[config.mk]
export PLATFORM = sky130hd
export DESIGN_NAME = sreg_write_seq
export DESIGN_NICKNAME = d
export VERILOG_FILES = /design/src/rtl/sreg_seq_pkg.sv /design/src/rtl/spi_byte_engine.sv /design/src/rtl/cycle_budget.sv /design/src/rtl/sreg_write_seq.sv
export SDC_FILE = /design/constraint.sdc
export NUM_CORES = 1
export LEC_CHECK = 0
export ABC_AREA = 1
export ABC_CLOCK_PERIOD_IN_PS = 2950
export BUFFER_PORTS_ARGS = -buffer_cell sky130_fd_sc_hd__buf_4
export CAP_MARGIN = 10
export CORE_ASPECT_RATIO = 1.4
export CORE_MARGIN = 2
export CORE_UTILIZATION = 30
export CTS_BUF_LIST = sky130_fd_sc_hd__clkbuf_2
export DETAILED_ROUTE_END_ITERATION = 10
export GPL_TIMING_DRIVEN = 0
export PLACE_DENSITY_LB_ADDON = 0.15
export SLEW_MARGIN = 10
export SYNTH_ARGS = -nofsm -noshare
export SYNTH_HDL_FRONTEND = slang
export SYNTH_HIERARCHICAL = 1
export SYNTH_SLANG_ARGS = --single-unit
[constraint.sdc]
create_clock -name clk -period 2.95 [get_ports clk]
set_input_delay 0.59 -clock clk [delete_from_list [all_inputs] [get_ports clk]]
set_output_delay 0.59 -clock clk [all_outputs]
set_load 0.01 [all_outputs]
[src/rtl/sreg_seq_pkg.sv]
package sreg_seq_pkg;

   localparam int BYTE_W = 8;

   localparam logic [BYTE_W-1:0] OPC_WR_ENABLE     = 8'h06;
   localparam logic [BYTE_W-1:0] OPC_WR_ENABLE_VOL = 8'h50;
   localparam logic [BYTE_W-1:0] OPC_STATUS1_RD    = 8'h05;
   localparam logic [BYTE_W-1:0] OPC_FILL          = 8'h00;

   typedef enum logic [2:0] {
      ST_IDLE,
      ST_ENABLE,
      ST_WR_OPC,
      ST_WR_DAT,
      ST_POLL_OPC,
      ST_POLL_RD,
      ST_GAP,
      ST_FINISH
   } seq_state_t;

   function automatic logic [BYTE_W-1:0] write_opcode(input logic [1:0] idx);
      case (idx)
         2'd2:    write_opcode = 8'h31;
         2'd3:    write_opcode = 8'h11;
         default: write_opcode = 8'h01;
      endcase
   endfunction

endpackage

[src/rtl/spi_byte_engine.sv]
module spi_byte_engine #(
   parameter int HALF_DIV = 2
) (
   input  logic       clk,
   input  logic       rst_n,
   input  logic       load,
   input  logic [7:0] tx_byte,
   input  logic       miso,
   output logic       sck,
   output logic       mosi,
   output logic       byte_done,
   output logic       rx_last_bit
);

   localparam int CW = (HALF_DIV > 1) ? $clog2(HALF_DIV) : 1;
   localparam logic [CW-1:0] HALF_LAST = CW'(HALF_DIV - 1);

   generate
      if (HALF_DIV < 1) begin : g_bad_div
         $error("spi_byte_engine: HALF_DIV must be at least 1");
      end
   endgenerate

   logic [7:0]    shreg_q;
   logic [2:0]    bit_q;
   logic [CW-1:0] hcnt_q;
   logic          sck_q;
   logic          run_q;
   logic          samp_q;
   logic          tick;

   assign tick      = run_q && (hcnt_q == HALF_LAST);
   assign byte_done = tick && sck_q && (bit_q == 3'd7);

   always_ff @(posedge clk or negedge rst_n) begin
      if (!rst_n) begin
         shreg_q <= '0;
         bit_q   <= '0;
         hcnt_q  <= '0;
         sck_q   <= 1'b0;
         run_q   <= 1'b0;
         samp_q  <= 1'b0;
      end else if (load) begin
         shreg_q <= tx_byte;
         bit_q   <= '0;
         hcnt_q  <= '0;
         sck_q   <= 1'b0;
         run_q   <= 1'b1;
      end else if (run_q) begin
         hcnt_q <= tick ? '0 : hcnt_q + CW'(1);
         if (tick) begin
            sck_q <= ~sck_q;
            if (!sck_q) begin
               samp_q <= miso;
            end else if (bit_q == 3'd7) begin
               run_q <= 1'b0;
            end else begin
               shreg_q <= {shreg_q[6:0], 1'b0};
               bit_q   <= bit_q + 3'd1;
            end
         end
      end
   end

   assign sck         = sck_q;
   assign mosi        = run_q & shreg_q[7];
   assign rx_last_bit = samp_q;

endmodule

[src/rtl/cycle_budget.sv]
module cycle_budget #(
   parameter int LIMIT = 4
) (
   input  logic clk,
   input  logic rst_n,
   input  logic clear,
   input  logic step,
   output logic last
);

   localparam int CW = $clog2(LIMIT + 1);
   localparam logic [CW-1:0] FINAL = CW'(LIMIT - 1);

   generate
      if (LIMIT < 1) begin : g_bad_limit
         $error("cycle_budget: LIMIT must be at least 1");
      end
   endgenerate

   logic [CW-1:0] cnt_q;

   assign last = step && (cnt_q == FINAL);

   always_ff @(posedge clk or negedge rst_n) begin
      if (!rst_n) begin
         cnt_q <= '0;
      end else if (clear) begin
         cnt_q <= '0;
      end else if (step) begin
         cnt_q <= last ? '0 : cnt_q + CW'(1);
      end
   end

endmodule

[src/rtl/sreg_write_seq.sv]
module sreg_write_seq
   import sreg_seq_pkg::*;
#(
   parameter int CLK_DIV    = 4,
   parameter int CS_GAP     = 8,
   parameter int POLL_LIMIT = 1000
) (
   input  logic       clk,
   input  logic       rst_n,
   input  logic       start,
   input  logic [1:0] reg_sel,
   input  logic [7:0] wr_data,
   input  logic       volatile_mode,
   output logic       ready,
   output logic       done,
   output logic       err,
   output logic       spi_cs_n,
   output logic       spi_sck,
   output logic       spi_mosi,
   input  logic       spi_miso
);

   generate
      if (CS_GAP < 1) begin : g_bad_gap
         $error("sreg_write_seq: CS_GAP must be at least 1");
      end
      if (POLL_LIMIT < 1) begin : g_bad_poll
         $error("sreg_write_seq: POLL_LIMIT must be at least 1");
      end
   endgenerate

   seq_state_t  state_q, after_q;
   logic [1:0]  idx_q;
   logic [7:0]  dat_q;
   logic        vol_q;
   logic        err_pend_q;
   logic        err_q;
   logic        cs_n_q;

   logic        accept;
   logic        eng_load;
   logic [7:0]  eng_tx;
   logic        byte_done;
   logic        busy_bit;
   logic        gap_last;
   logic        poll_last;
   logic        poll_step;

   assign accept    = (state_q == ST_IDLE) && start && (reg_sel != 2'd0);
   assign poll_step = (state_q == ST_POLL_RD) && byte_done && busy_bit;

   spi_byte_engine #(.HALF_DIV(CLK_DIV)) u_engine (
      .clk         (clk),
      .rst_n       (rst_n),
      .load        (eng_load),
      .tx_byte     (eng_tx),
      .miso        (spi_miso),
      .sck         (spi_sck),
      .mosi        (spi_mosi),
      .byte_done   (byte_done),
      .rx_last_bit (busy_bit)
   );

   cycle_budget #(.LIMIT(CS_GAP)) u_gap (
      .clk   (clk),
      .rst_n (rst_n),
      .clear (state_q != ST_GAP),
      .step  (state_q == ST_GAP),
      .last  (gap_last)
   );

   cycle_budget #(.LIMIT(POLL_LIMIT)) u_poll (
      .clk   (clk),
      .rst_n (rst_n),
      .clear (state_q == ST_POLL_OPC),
      .step  (poll_step),
      .last  (poll_last)
   );

   always_comb begin
      eng_load = 1'b0;
      eng_tx   = OPC_FILL;
      case (state_q)
         ST_IDLE: begin
            if (accept) begin
               eng_load = 1'b1;
               eng_tx   = volatile_mode ? OPC_WR_ENABLE_VOL : OPC_WR_ENABLE;
            end
         end
         ST_GAP: begin
            if (gap_last && (after_q != ST_FINISH)) begin
               eng_load = 1'b1;
               eng_tx   = (after_q == ST_WR_OPC) ? write_opcode(idx_q) : OPC_STATUS1_RD;
            end
         end
         ST_WR_OPC: begin
            if (byte_done) begin
               eng_load = 1'b1;
               eng_tx   = dat_q;
            end
         end
         ST_POLL_OPC: begin
            eng_load = byte_done;
         end
         ST_POLL_RD: begin
            eng_load = byte_done && busy_bit && !poll_last;
         end
         default: begin
            eng_load = 1'b0;
         end
      endcase
   end

   always_ff @(posedge clk or negedge rst_n) begin
      if (!rst_n) begin
         state_q    <= ST_IDLE;
         after_q    <= ST_IDLE;
         idx_q      <= 2'd1;
         dat_q      <= '0;
         vol_q      <= 1'b0;
         err_pend_q <= 1'b0;
         err_q      <= 1'b0;
         cs_n_q     <= 1'b1;
      end else begin
         case (state_q)
            ST_IDLE: begin
               if (accept) begin
                  state_q    <= ST_ENABLE;
                  idx_q      <= reg_sel;
                  dat_q      <= wr_data;
                  vol_q      <= volatile_mode;
                  err_q      <= 1'b0;
                  err_pend_q <= 1'b0;
                  cs_n_q     <= 1'b0;
               end
            end
            ST_ENABLE: begin
               if (byte_done) begin
                  cs_n_q  <= 1'b1;
                  state_q <= ST_GAP;
                  after_q <= ST_WR_OPC;
               end
            end
            ST_GAP: begin
               if (gap_last) begin
                  if (after_q == ST_FINISH) begin
                     state_q <= ST_FINISH;
                     err_q   <= err_pend_q;
                  end else begin
                     state_q <= after_q;
                     cs_n_q  <= 1'b0;
                  end
               end
            end
            ST_WR_OPC: begin
               if (byte_done) begin
                  state_q <= ST_WR_DAT;
               end
            end
            ST_WR_DAT: begin
               if (byte_done) begin
                  cs_n_q  <= 1'b1;
                  state_q <= ST_GAP;
                  after_q <= vol_q ? ST_FINISH : ST_POLL_OPC;
               end
            end
            ST_POLL_OPC: begin
               if (byte_done) begin
                  state_q <= ST_POLL_RD;
               end
            end
            ST_POLL_RD: begin
               if (byte_done && (!busy_bit || poll_last)) begin
                  cs_n_q     <= 1'b1;
                  state_q    <= ST_GAP;
                  after_q    <= ST_FINISH;
                  err_pend_q <= busy_bit;
               end
            end
            ST_FINISH: begin
               state_q <= ST_IDLE;
            end
            default: begin
               state_q <= ST_IDLE;
            end
         endcase
      end
   end

   assign ready    = (state_q == ST_IDLE);
   assign done     = (state_q == ST_FINISH);
   assign err      = err_q;
   assign spi_cs_n = cs_n_q;

endmodule

==> results.md, run 1 <==
Clock network:
- CTS placed an instance of sky130_fd_sc_hd__clkbuf_2 at the clock tree root.
- The TritonCTS clock tree is done.
- The clock passes through at most 2 buffers.
- After clock tree synthesis, the clock-pin slew on the worst setup and hold paths is 0.27 ns.
- The number of sinks on the clock net is 50.
- Counting the buffers created by CTS gives 5.
- The level count of the clock H-tree is 2.
- The insertion delay to the later sink of the worst-skew pair is 0.47 ns.
- Buffers inserted to repair hold after CTS numbered 0.

Setup path:
- The launch point of the critical path is u_engine/bit_q[0].
- The critical path data arrival time is 3.01 ns.
- The startpoint identified for the worst register-to-register timing path is u_engine/bit_q[0].
- The required time of the critical path is 3.34 ns.
- For the worst flop-to-flop path, the logic depth is 15.
- Of all nets on the critical path, the largest fanout is 10.
- By startpoint and endpoint, the worst setup path is classified as register to register.
- The most critical setup path has its endpoint at u_engine/shreg_q[7].
- The flop-to-flop setup slack is 0.33 ns.
- The type of origin of the critical path is a register.
- The worst setup path is captured at a register.
- The endpoint identified for the worst register-to-register timing path is u_engine/shreg_q[7].

Global route:
- The fraction of met1 tracks used by global routing is 16.2%.
- The number of global-route vias before repair came to 2583.
- The number of antenna violations at the first check in global routing is 1.
- The met3 global-route usage is 2.56%.
- For this run, global-route usage on met2 was measured as 24.3%.
- The routing layer with the top usage in global route is met2.
- Entering global routing, the biggest net connects 51 pins.
- The first global-routing pass estimated 11700 um of wire.
- The global-route congestion overflow total is 0.
- For this run, the total global-route usage over all layers was measured as 13.7%.

Route:
- For this block, the initial DRC count from the detailed router was 133.
- The number of nets still failing antenna checks after routing is 0.
- The count of vias placed by the detailed router is 2562.
- The per-cell via count in the routed design is 4.46.
- The number of iterations in the first detailed-routing pass is 4.
- After detailed routing, the average wire length per cell comes to 11.7 um.
- Wires add up to 6740 um.
- The final routed DRC violation total is 0.

Timing:
- For the finished layout, the period the worst path requires is 2.62 ns.
- The worst slew slack as a fraction of its limit is 56.0%.
- The final number of hold-violating endpoints was 0.
- Static timing analysis puts the maximum clock frequency at 382 MHz.
- The tightest hold path in the finished design has a slack of 0.110 ns.
- The worst path uses 88.8% of the clock period.
- The max-slew violation count is 0.
- Setup repair after global routing left no endpoint under its margin.
- Setup violations remaining at the end of the flow were counted as 0.
- The worst setup margin is 0.329 ns.
- The slew at the pin closest to its max-slew limit is 0.660 ns.
- Between clock sinks in the finished design, the worst skew comes to 0.0373 ns.

Final layout:
- From synthesis to final layout, the design area changed by 14.7%.
- After the last flow step, the layout net total stands at 458.
- The filler cells instantiated in the layout total 1060.
- The fraction of final layout cells sized beyond drive strength 1 is 24.1%.
- Cells fill 35.1% of the core in the end.

Logic synthesis:
- The number of different library cells in the post-synthesis netlist is 33.
- sky130_fd_sc_hd__dfrtp_1 takes more of the synthesized area than any other cell.
- The fraction of post-synthesis cell area in the top cell type by area is 39.9%.
- The most instantiated flip-flop cell in the synthesis netlist is sky130_fd_sc_hd__dfrtp_1.
- The post-synthesis average cell area is 7.41 um^2.
- The adder-cell share of the synthesized area is 2.08%.
- Multiplexer cells account for 0.333% of the synthesized area.
- The part of the Yosys area used for sequential elements is 41.6%.
- Summing the areas of all and, or, nand and nor instances in the mapped netlist gives 41.3% of the synthesized area.
- The share of the synthesized area in compound gates (AO/OA/AOI/OAI) is 5.44%.
- By count the netlist is led by sky130_fd_sc_hd__nand2_1, sky130_fd_sc_hd__dfrtp_1, sky130_fd_sc_hd__nand3_1.
- The number of nets handed over by synthesis was 426.
- In this run, synthesis produced a sequential element count of 50.
- The main combinational cell family by area after synthesis is simple AND/OR/NAND/NOR gates.
- Counting flops with an async set or reset pin after synthesis yields a share of 100%.
- Among all cell types in the netlist, the one instantiated most often is sky130_fd_sc_hd__nand2_1.
- The number of instances in the synthesized netlist is 406.
- Of the total synthesized cell area, the portion taken by XOR and XNOR cells is 0.582%.
- Sorting the synthesized cells by area gives the leading types as sky130_fd_sc_hd__dfrtp_1, sky130_fd_sc_hd__nand2_1, sky130_fd_sc_hd__nand3_1.
- The number of synthesized flops with an enable pin is 0.
- The yosys synthesis warning count is 6.
- The summed instance area of the synthesized netlist is 3010 um^2.

Min path:
- The worst hold-check path type is primary input to async pin.

Floorplanning:
- In this run the count of I/O pins placed on the die edge is 21.
- From bottom edge to top edge, the die measures 123 um.
- In this run the standard cell core region covers 9850 um^2.
- The effective utilization at floorplan is 30.6%.
- The floorplan step defined a die boundary enclosing 10900 um^2.
- The floorplan has 43 rows.
- The die is 88.7 um wide.

Pwr:
- The static leakage power is 1.76 nW.
- The overall power consumption is 1.01 mW.
- In this run the power density over the cells is 292 nW/um^2.
- The worst-case IR drop observed on VDD is 0.000192 V.

Run status:
- The run finished with clean final reports.

Flow run:
- The reported max-cap violation count is 0.

Place:
- The minimum setup slack after placement is -0.722 ns.
- The number of port buffers is 20.
- The half-perimeter wire length after detailed placement is 4930 um.
- The routability congestion estimate from global placement is 0.811.
## kinds of logic after synthesis
family | count (synthesis)
fa+ha+maj | 5
flops | 50
mux | 1
xor+xnor | 2
compound gates | 28
buf+inv | 57
simple gates | 263
## worst max-delay path, cell delays in order (launching register included)
cell and delay [ns]:
sky130_fd_sc_hd__dfrtp_1 0.42, sky130_fd_sc_hd__ha_1 0.20, sky130_fd_sc_hd__ha_4 0.17, sky130_fd_sc_hd__nand2_1 0.09, sky130_fd_sc_hd__nor2_4 0.17, sky130_fd_sc_hd__inv_2 0.09
sky130_fd_sc_hd__nor3_4 0.19, sky130_fd_sc_hd__nand3_1 0.12, sky130_fd_sc_hd__nor4_2 0.16, sky130_fd_sc_hd__inv_1 0.09, sky130_fd_sc_hd__a21oi_1 0.14, sky130_fd_sc_hd__nand3_1 0.16
sky130_fd_sc_hd__buf_4 0.21, sky130_fd_sc_hd__o21bai_4 0.20, sky130_fd_sc_hd__nand3_1 0.10, sky130_fd_sc_hd__nand2_1 0.06
## power by group
part	switching (mW)	leakage, nW	internal, mW
Combinational	0.0185	1.08	0.0125
Clock	0.227	0.0306	0.0631
Sequential	0.000751	0.649	0.688
Total	0.246	1.76	0.764
## layout by cell type, fill, tap and decap left out, drive strengths merged, types with 5 or more instances in the layout
cell type	synthesis	final
inv	48	48
dfrtp	48	48
ha	5	5
buf	7	32
nor2	39	39
nand2	162	162
clkbuf	1	8
o21ai	16	16
nand3	51	51
a21oi	8	8
## how the worst min path moves through the flow
| stage | slack, ns | startpoint | cells after the start | to |
|---|---|---|---|---|
| after floorplan | 0.29 | rst_n | 0 | after_q[0] |
| after global placement | 0.45 | spi_cs_n | 2 | spi_cs_n |
| after detailed placement | 0.46 | spi_cs_n | 2 | spi_cs_n |
| after CTS | 0.12 | rst_n | 1 | u_poll/cnt_q[8] |
| after global routing | 0.13 | rst_n | 1 | u_poll/cnt_q[4] |
| final | 0.11 | rst_n | 1 | u_poll/cnt_q[8] |
## what timing repair did
item / in CTS / in global routing
resized for setup: 6 / 4
pin swaps: 1 / 3
buffers inserted: 2 / 3
setup endpoints to repair: 24 / 16
## state kept, by name, indices dropped and copies added (netlist names)
| name | cells |
|---|---|
| dat_q | 8 |
| state_q | 3 |
| spi_cs_n | 1 |
| u_engine/bit_q | 3 |
| err_pend_q | 1 |
| u_engine/sck | 1 |
| u_engine/run_q | 1 |
| u_engine/shreg_q | 8 |
| after_q | 3 |
| u_gap/cnt_q | 4 |
| u_poll/cnt_q | 10 |
| vol_q | 1 |
| idx_q | 2 |
| u_engine/hcnt_q | 2 |
| u_engine/rx_last_bit | 1 |
| err | 1 |
## area by class of cell
cell class                 instances  area (um^2)  area share (%)
clock inverter                     1         3.75           0.109
antenna                            1         2.50          0.0725
inverter                          49          184            5.33
timing repair buffer              25          188            5.44
tap                              135          169            4.89
sequential                        50         1250            36.3
clock buffer                       7         35.0            1.01
multi-input combinational        299         1540            44.5
buffer                             8         78.8            2.28
## stage by stage
stage / cells / TNS, ns / area (um^2)
floorplan: 406 / 0 / 3010
global placement: 561 / -13.27 / 3330
detailed placement: 561 / -14.39 / 3330
CTS: 571 / 0 / 3410
global route: 575 / 0 / 3450
finish: 575 / 0 / 3450
## per-layer routing
layer	part of all wire [%]	routed length [um]	up-vias
li1	-	-	1336
met1	43	2870	1193
met2	53	3560	23
met3	2.3	158	10
met4	2.1	144	0
met5	0	0	-
No activity file was read; power rests on OpenSTA's default activity.
==> inputs of run 2 (changes only) <==
--- a/config.mk
+++ b/config.mk
@@ -5,7 +5,6 @@
 export SDC_FILE = /design/constraint.sdc
 export NUM_CORES = 1
 export LEC_CHECK = 0
-export ABC_AREA = 1
 export ABC_CLOCK_PERIOD_IN_PS = 2950
 export BUFFER_PORTS_ARGS = -buffer_cell sky130_fd_sc_hd__buf_4
 export CAP_MARGIN = 10
==> run 2 against run 1 <==
  * Core utilization grew 2.4 points
  * Hold slack worse by 0.046 ns
  * Synthesized area decreased by 12%
  * Synthesized cell count is 34% lower
  * Total power rose by 1.1%
  * Clock skew rose by 0.0013 ns
  * Fmax shrank 8.1%
  * Critical path type unchanged
==> results.md, run 2 <==
Min path:
- The worst hold-check path type is primary input to async pin.

Logic synthesis:
- The share of async-settable or async-resettable flops after synthesis is 100%.
- Counting every instance in the synthesized netlist gives 266.
- In the post-synthesis netlist, the biggest area contributors are sky130_fd_sc_hd__dfrtp_1, sky130_fd_sc_hd__nand2_1, sky130_fd_sc_hd__mux2_2.
- In this run, synthesis produced a sequential element count of 50.
- The number of synthesized flops with an enable pin is 0.
- After synthesis, flip-flops and latches occupy 47.5% of the total area.
- The most instantiated flip-flop cell in the synthesis netlist is sky130_fd_sc_hd__dfrtp_1.
- The yosys synthesis warning count is 6.
- Summing every instance area after synthesis gives 2640 um^2.
- After synthesis, the largest area contributor takes up 45.5% of total cell area.
- The most common cell in the synthesized netlist is sky130_fd_sc_hd__nand2_1.
- The post-synthesis average cell area is 9.92 um^2.
- Counting every net in the synthesized netlist gives 286.
- By count the netlist is led by sky130_fd_sc_hd__nand2_1, sky130_fd_sc_hd__dfrtp_1, sky130_fd_sc_hd__nor2_1.
- The top cell type by total area after synthesis is sky130_fd_sc_hd__dfrtp_1.
- Synthesis instantiated 59 different standard cells from the library.

Timing:
- The final number of hold-violating endpoints was 0.
- In the post-route analysis, the smallest setup slack over all paths is 0.0970 ns.
- After layout, the worst path uses 96.7% of the clock period.
- The upper clock frequency limit is 351 MHz.
- Setup violations remaining at the end of the flow were counted as 0.
- The final total negative setup slack is 0 ns.
- At the pin with the least slew margin, the transition time is 0.641 ns.
- In this run the tightest slew margin relative to its limit is 57.2%.
- The worst hold slack is 0.0631 ns.
- The minimum clock period after layout is 2.85 ns.
- Across the routed clock network, the largest skew measured is 0.0386 ns.
- The max-slew violation count is 0.

Final layout:
- The largest registers in the layout are u_poll/cnt_q x10, dat_q x8, u_engine/shreg_q x8.
- The count of cells in the finished layout, fillers not included, comes to 423.
- The relative area change from synthesis to final layout is 21.5%.
- In the layout the commonest cells are sky130_fd_sc_hd__nand2_1, sky130_fd_sc_hd__dfrtp_1, sky130_fd_sc_hd__buf_4.
- The count of fill cells added during filler insertion is 855.
- 0 antenna diodes ended up in the layout.
- The fraction of final layout cells sized beyond drive strength 1 is 32.7%.
- The most common library cell in the layout ignoring fill and taps is sky130_fd_sc_hd__nand2_1.
- The area of all sequential standard cells is 1250 um^2.
- The register with the most flip-flops in the layout has 10 of them.
- The final layout contains 337 nets.
- Ranked by flip-flop count, first place goes to u_poll/cnt_q.
- The area taken by multi-input logic gates is 1330 um^2.

Pwr:
- For this design the static power due to leakage is 1.50 nW.
- The internal power component is 760 uW.
- The portion of total power attributed to the clock network is 29.2%.
- The worst IR drop on VDD is 0.000225 V.
- Net switching is 25.5% of the power.
- For this design the ratio of total power to cell area is 318 nW/um^2.
- The switching power total is 260 uW.
- The share of total power dissipated in sequential elements is 67.6%.
- Combinational logic burns 3.2% of the power.

Setup path:
- The class of the most critical setup path is register to register.
- In this design, the critical path's most frequently occurring cell is sky130_fd_sc_hd__buf_4.
- For this run, the slowest stage of the critical path takes 0.44 ns.
- Of all nets on the critical path, the largest fanout is 6.
- STA classifies the critical path endpoint as a register.
- The slowest cell on the critical path is sky130_fd_sc_hd__dfrtp_1.
- At the worst endpoint, the arrival time is 3.24 ns.
- The critical path goes through ha_2 -> and3_4 -> nand2_4 -> inv_4 -> nand2_4 -> nor2_4 -> nand2_2 -> buf_4 -> buf_4 -> buf_4 -> buf_4 -> o211ai_1 -> buf_4 -> buf_8 -> mux2_2 -> mux2_2.
- STA classifies the critical path startpoint as a register.
- In this run the critical register-to-register path is launched from u_engine/hcnt_q[0].
- The launch point of the critical path is u_engine/hcnt_q[0].
- STA puts the critical path data required time at 3.34 ns.

Global route:
- The wire length of the first global-routing pass is 10300 um.
- The total global-route track usage is 13.5%.
- Global routing finished with a remaining overflow of 0.
- The number of global-route vias before repair is 2155.
- The number of antenna violations at the first check in global routing was 0.
- The largest net degree at the start of global routing is 51.

Place:
- The number of port buffers is 20.
- After detailed placement, the design holds a cell count of 391.
- The congestion estimate from routability-driven global placement came to 0.793.
- Timing analysis after detailed placement gives a worst setup slack of -0.426 ns.
- The half-perimeter wire length after detailed placement is 4170 um.

Clock network:
- In this run the clock root is driven by a sky130_fd_sc_hd__clkbuf_2.
- The clock reaches the later pin of the worst-skew pair after 0.49 ns.
- The clock drives 50 sinks.
- The number of buffers added by the clock tree synthesis step is 5.
- After clock tree synthesis, the flow added hold-fix buffers numbering 0.
- The TritonCTS clock tree is done.
- In this run the number of H-tree levels came out at 2.
- No sink is reached through more buffers than the 2 on the longest clock path.
- The clock-pin transition on the worst setup and hold timing paths is 0.30 ns.

Route:
- The wire length per cell after detailed routing is 14.2 um.
- The count of vias placed by the detailed router is 2081.
- The number of iterations in the first detailed-routing pass is 4.
- The number of nets still failing antenna checks after routing is 0.
- In this run, the number of DRC markers left after iteration 0 of detailed routing was 98.
- The total routed wirelength is 6000 um.
- The final routed DRC violation total is 0.
- The per-cell via count in the routed design is 4.92.

Floorplanning:
- The x dimension of the die is 83.3 um.
- The die span in y is 115 um.
- 21 I/O pins were placed.
- The effective utilization at floorplan is 30.8%.
- The core region area is 8560 um^2.
- After floorplanning, the core was divided into 40 placement rows.
- The die covers 9570 um^2.

Flow run:
- The reported max-cap violation count is 0.

Run status:
- The flow ran to the end, and the final reports show no timing, DRC or antenna violations.
run 2: cell types whose count changed in the layout (fill, tap and decap cells not counted), sizes merged, moves of 4 or more:
cell    change
a21oi       +4
and2        +6
buf        +19
inv        -38
mux2       +16
nand2     -105
nand2b      +4
nand3      -41
nor2       -22
o211ai      +5
o21ai       -7
xnor2       +6
run 2: kinds of logic after synthesis:
family / Yosys count / synth area share (%)
xor gates and xnor gates: 9 / 2.99
muxes: 18 / 7.73
buffers and inverters: 20 / 3.89
adders and majority gates: 5 / 2.37
DFF: 50 / 47.5
AOI/OAI and AO/OA: 48 / 12.9
and+or+nand+nor: 116 / 22.7
run 2: metal layers:
layer	GRT usage, %	vias to the layer above	wire, um
li1	-	1031	-
met1	15.5	1002	2580
met2	23.5	37	3050
met3	2.94	11	202
met5	0	-	0
met4	7.32	0	172
run 2: cell type report:
| class | count | area share [%] |
|---|---|---|
| multi-input cells | 196 | 41.4 |
| repair buffers | 44 | 10.3 |
| flip-flops and latches | 50 | 39.1 |
| inverters | 10 | 1.25 |
| clock buffers | 5 | 0.780 |
| clock inverters | 3 | 0.663 |
| well taps | 105 | 4.10 |
| plain buffers | 10 | 2.42 |
run 2: path summary, 6_finish.rpt:
path,cells after the start,endpoint,slack (ns)
worst min-delay path,1,u_poll/cnt_q[0],0.06
worst min register to register,2,idx_q[0],0.48
worst max-delay path,16,u_engine/shreg_q[4],0.1
max in group asynchronous,1,u_engine/shreg_q[1],2.43
min in group clk,3,dat_q[3],0.29
worst max register to register,16,u_engine/shreg_q[4],0.1
run 2: what timing repair did:
action                                  CTS  global route
endpoints found under the setup margin   20            14
pin swaps                                 4             8
buffers inserted                         14             9
resized for setup                        12             8
endpoints found under the hold margin     0             0
gates cloned                              0             1
run 2: power by group through the flow:
stage / Clock (mW) / Combinational (mW) / Sequential [mW]
2_1_floorplan: 0 / 0.00370 / 0.700
3_3_place_gp: 0 / 0.0350 / 0.700
3_5_place_dp: 0 / 0.0351 / 0.700
4_1_cts: 0.318 / 0.0351 / 0.689
5_1_grt: 0.347 / 0.0385 / 0.690
6_report: 0.298 / 0.0331 / 0.689
run 2: worst max-delay path, delay by kind of cell, from the launching register on:
family | cells | cell delay, ns
AND/OR/NAND/NOR | 5 | 0.48
buffers and inverters | 7 | 0.86
AO/OA/AOI/OAI | 1 | 0.21
multiplexers | 2 | 0.60
flip-flops | 1 | 0.44
adder cells (fa/ha/maj) | 1 | 0.19
run 2: metrics by stage:
stage               power [mW]  instance area (um^2)  utilization, %
floorplan                0.704                  2640               -
global placement         0.735                  2920            34.1
detailed placement       0.735                  2920            34.1
CTS                       1.04                  3100            36.2
global route              1.08                  3210            37.5
finish                    1.02                  3210            37.5
==> inputs of run 3 (changes only) <==
--- a/config.mk
+++ b/config.mk
@@ -10,7 +10,7 @@
 export CAP_MARGIN = 10
 export CORE_ASPECT_RATIO = 1.4
 export CORE_MARGIN = 2
-export CORE_UTILIZATION = 30
+export CORE_UTILIZATION = 40
 export CTS_BUF_LIST = sky130_fd_sc_hd__clkbuf_2
 export DETAILED_ROUTE_END_ITERATION = 10
 export GPL_TIMING_DRIVEN = 0
==> run 3 against run 2 <==
  * Total power grew 7.8%
  * Non-clock buffer count is 5 lower
  * Combinational power barely moved
  * Sequential power about the same
  * Design area decreased by 0.74%
  * Critical path depth is the same
  * Sequential cell count unchanged
  * Core utilization is 12 points higher
  * Sequential share of layout area up 0.29 points
  * Wire length down 7.3%
  * Critical path type unchanged
==> results.md, run 3 (synthesis results as in run 2) <==
Route:
- For this run, design rule violations remaining after detail routing come to 0.
- Wires add up to 5560 um.
- After detailed routing, the number of vias per cell comes to 5.25.
- The number of DRC markers in iteration 0 is 109.
- In the final routed layout, each cell accounts on average for 14.4 um.
- The count of vias placed by the detailed router is 2033.
- The number of nets still failing antenna checks after routing is 0.
- For this run, the detailed router's first-pass iteration total came to 4.

Global route:
- Entering global routing, the biggest net connects 51 pins.
- After global routing the overflow that remains totals 0.
- The number of antenna violations at the first check in global routing is 0.
- The total global-route track usage is 16.7%.
- The first global-routing pass estimated 9670 um of wire.
- The number of global-route vias before repair is 2044.

Floorplanning:
- The die area is 7270 um^2.
- From left edge to right edge, the die measures 72.6 um.
- After floorplanning, the core was sized to cover 6480 um^2.
- From bottom edge to top edge, the die measures 100 um.
- Row generation in the floorplan step produced 35 rows.
- The I/O pin total is 21.
- The effective utilization at floorplan is 40.7%.

Timing:
- The count of endpoints failing setup in the final report is 0.
- The max-slew violation count is 0.
- In the finished design, the share of the clock period the worst path needs comes to 98.5%.
- For the pin with the worst max-slew slack, the measured transition is 0.644 ns.
- Based on the critical path, the design can be clocked at up to 344 MHz.
- The final number of hold-violating endpoints is 0.
- Setup repair after global routing could not meet its margin everywhere.
- Summed over all failing endpoints, the final setup total negative slack is 0 ns.
- The worst pin sits at a relative slew slack of 57.1%.
- The minimum clock period after layout is 2.91 ns.
- For the final database, setup skew stands at 0.0380 ns.

Pwr:
- Dividing total power by cell area gives a power density of 345 nW/um^2.
- The worst IR drop on VDD is 0.000203 V.
- The overall power consumption is 1.10 mW.
- The static leakage power is 1.50 nW.

Final layout:
- In the layout the commonest cells are sky130_fd_sc_hd__nand2_1, sky130_fd_sc_hd__dfrtp_1, sky130_fd_sc_hd__buf_4.
- The register with the most flip-flops is u_poll/cnt_q.
- The largest registers in the layout are u_poll/cnt_q x10, dat_q x8, u_engine/shreg_q x8.
- The count of fill cells added during filler insertion is 635.
- The area of all sequential standard cells is 1250 um^2.
- The fraction of final layout cells sized beyond drive strength 1 is 31.6%.
- The relative area change from synthesis to final layout is 20.6%.
- Summing all multi-input logic gate instances after layout gives 1360 um^2.
- The post-layout instance count excluding filler cells is 387.
- The flip-flop count of the largest register, all copies and words added is 10.
- Leaving out fill and tap cells, the most frequent cell in the layout is sky130_fd_sc_hd__nand2_1.
- The number of inserted diodes is 0.
- The number of nets in the layout is 332.

Clock network:
- The insertion delay to the later sink of the worst-skew pair is 0.44 ns.
- The level count of the clock H-tree is 2.
- The TritonCTS clock tree is done.
- The maximum count of clock buffers along a single path is 2.
- Counting the buffers created by CTS gives 5.
- After clock tree synthesis, the clock-pin slew on the worst setup and hold paths is 0.30 ns.
- The CTS root buffer is sky130_fd_sc_hd__clkbuf_2.
- The number of sinks on the clock net is 50.

Setup path:
- Data arrives at the worst endpoint at 3.25 ns.
- The maximum single-stage delay on the critical path is 0.44 ns.
- The class of the most critical setup path is register to register.
- The worst-path maximum fanout is 5.
- STA classifies the critical path startpoint as a register.
- The slowest cell on the critical path is sky130_fd_sc_hd__dfrtp_1.
- The signal on the critical path passes through ha_2 -> and3_4 -> nand2_4 -> inv_4 -> nand2_4 -> nor2_4 -> nand2_2 -> inv_2 -> nand4_1 -> or3_4 -> inv_4 -> o211ai_1 -> buf_4 -> buf_6 -> mux2_4 -> mux2_4.
- At the worst endpoint, the required time is 3.30 ns.
- STA classifies the critical path endpoint as a register.

Flow run:
- The reported max-cap violation count is 0.

Run status:
- The flow ran to the end, and the final reports show no timing, DRC or antenna violations.

Place:
- The number of port buffers is 20.
- The routability congestion estimate from global placement is 0.836.
- After legalization and detailed placement, the total HPWL measured 3730 um.
- The cell count after placement is 360.

Min path:
- The worst hold-check path type is primary input to async pin.
run 3: final timing paths:
path | cells after the start | to | start | slack (ns)
worst min register to register | 2 | idx_q[0] | idx_q[0] | 0.48
worst min-delay path | 1 | u_engine/shreg_q[6] | rst_n | 0.13
worst max-delay path | 16 | u_engine/shreg_q[1] | u_engine/hcnt_q[0] | 0.04
worst max register to register | 16 | u_engine/shreg_q[1] | u_engine/hcnt_q[0] | 0.04
min in group clk | 3 | dat_q[4] | wr_data[4] | 0.33
max in group asynchronous | 1 | dat_q[5] | rst_n | 2.38
run 3: timing repair:
item / in CTS / in global routing
gates resized for setup: 16 / 8
setup buffers: 12 / 7
pin swaps: 4 / 6
endpoints found under the setup margin: 19 / 16
hold buffers: 0 / 0
run 3: layer usage:
| metal | global-route usage (%) | up-vias | part of all wire, % |
|---|---|---|---|
| li1 | - | 1020 | - |
| met1 | 23.8 | 963 | 48 |
| met2 | 25.1 | 42 | 47 |
| met3 | 2.91 | 8 | 3.1 |
| met4 | 6.84 | 0 | 1.9 |
| met5 | 0 | - | 0 |
run 3: metrics by stage:
step / cell area, um^2 / utilization [%] / hold WS [ns] / setup slack [ns]
global placement: 2880 / 44.5 / 0.449 / -0.410
floorplan: 2640 / - / 0.294 / 0.0437
CTS: 3090 / 47.6 / 0.112 / 0.00402
detailed placement: 2880 / 44.5 / 0.451 / -0.422
global route: 3180 / 49.1 / 0.129 / -0.0784
finish: 3180 / 49.1 / 0.126 / 0.0450
run 3: layout make-up:
type / instances / share of cell area (%)
repair buffers: 39 / 9.32
clock buffers: 5 / 0.786
multi-input cells: 196 / 42.6
flip-flops and latches: 50 / 39.4
plain buffers: 10 / 2.32
well taps: 74 / 2.91
inverters: 10 / 1.34
clock inverters: 3 / 1.38
run 3: worst max-delay path: cells and delay by family, from the launching register on:
| family | cells | cell delay (ns) |
|---|---|---|
| fa+ha+maj | 1 | 0.19 |
| compound gates | 1 | 0.10 |
| simple gates | 7 | 1.00 |
| flops | 1 | 0.44 |
| buf+inv | 5 | 0.52 |
| mux | 2 | 0.56 |
run 3: where the power goes:
group	internal, mW	switching, mW
Sequential	0.688	0.00116
Clock	0.145	0.232
Combinational	0.0140	0.0193
Total	0.848	0.252
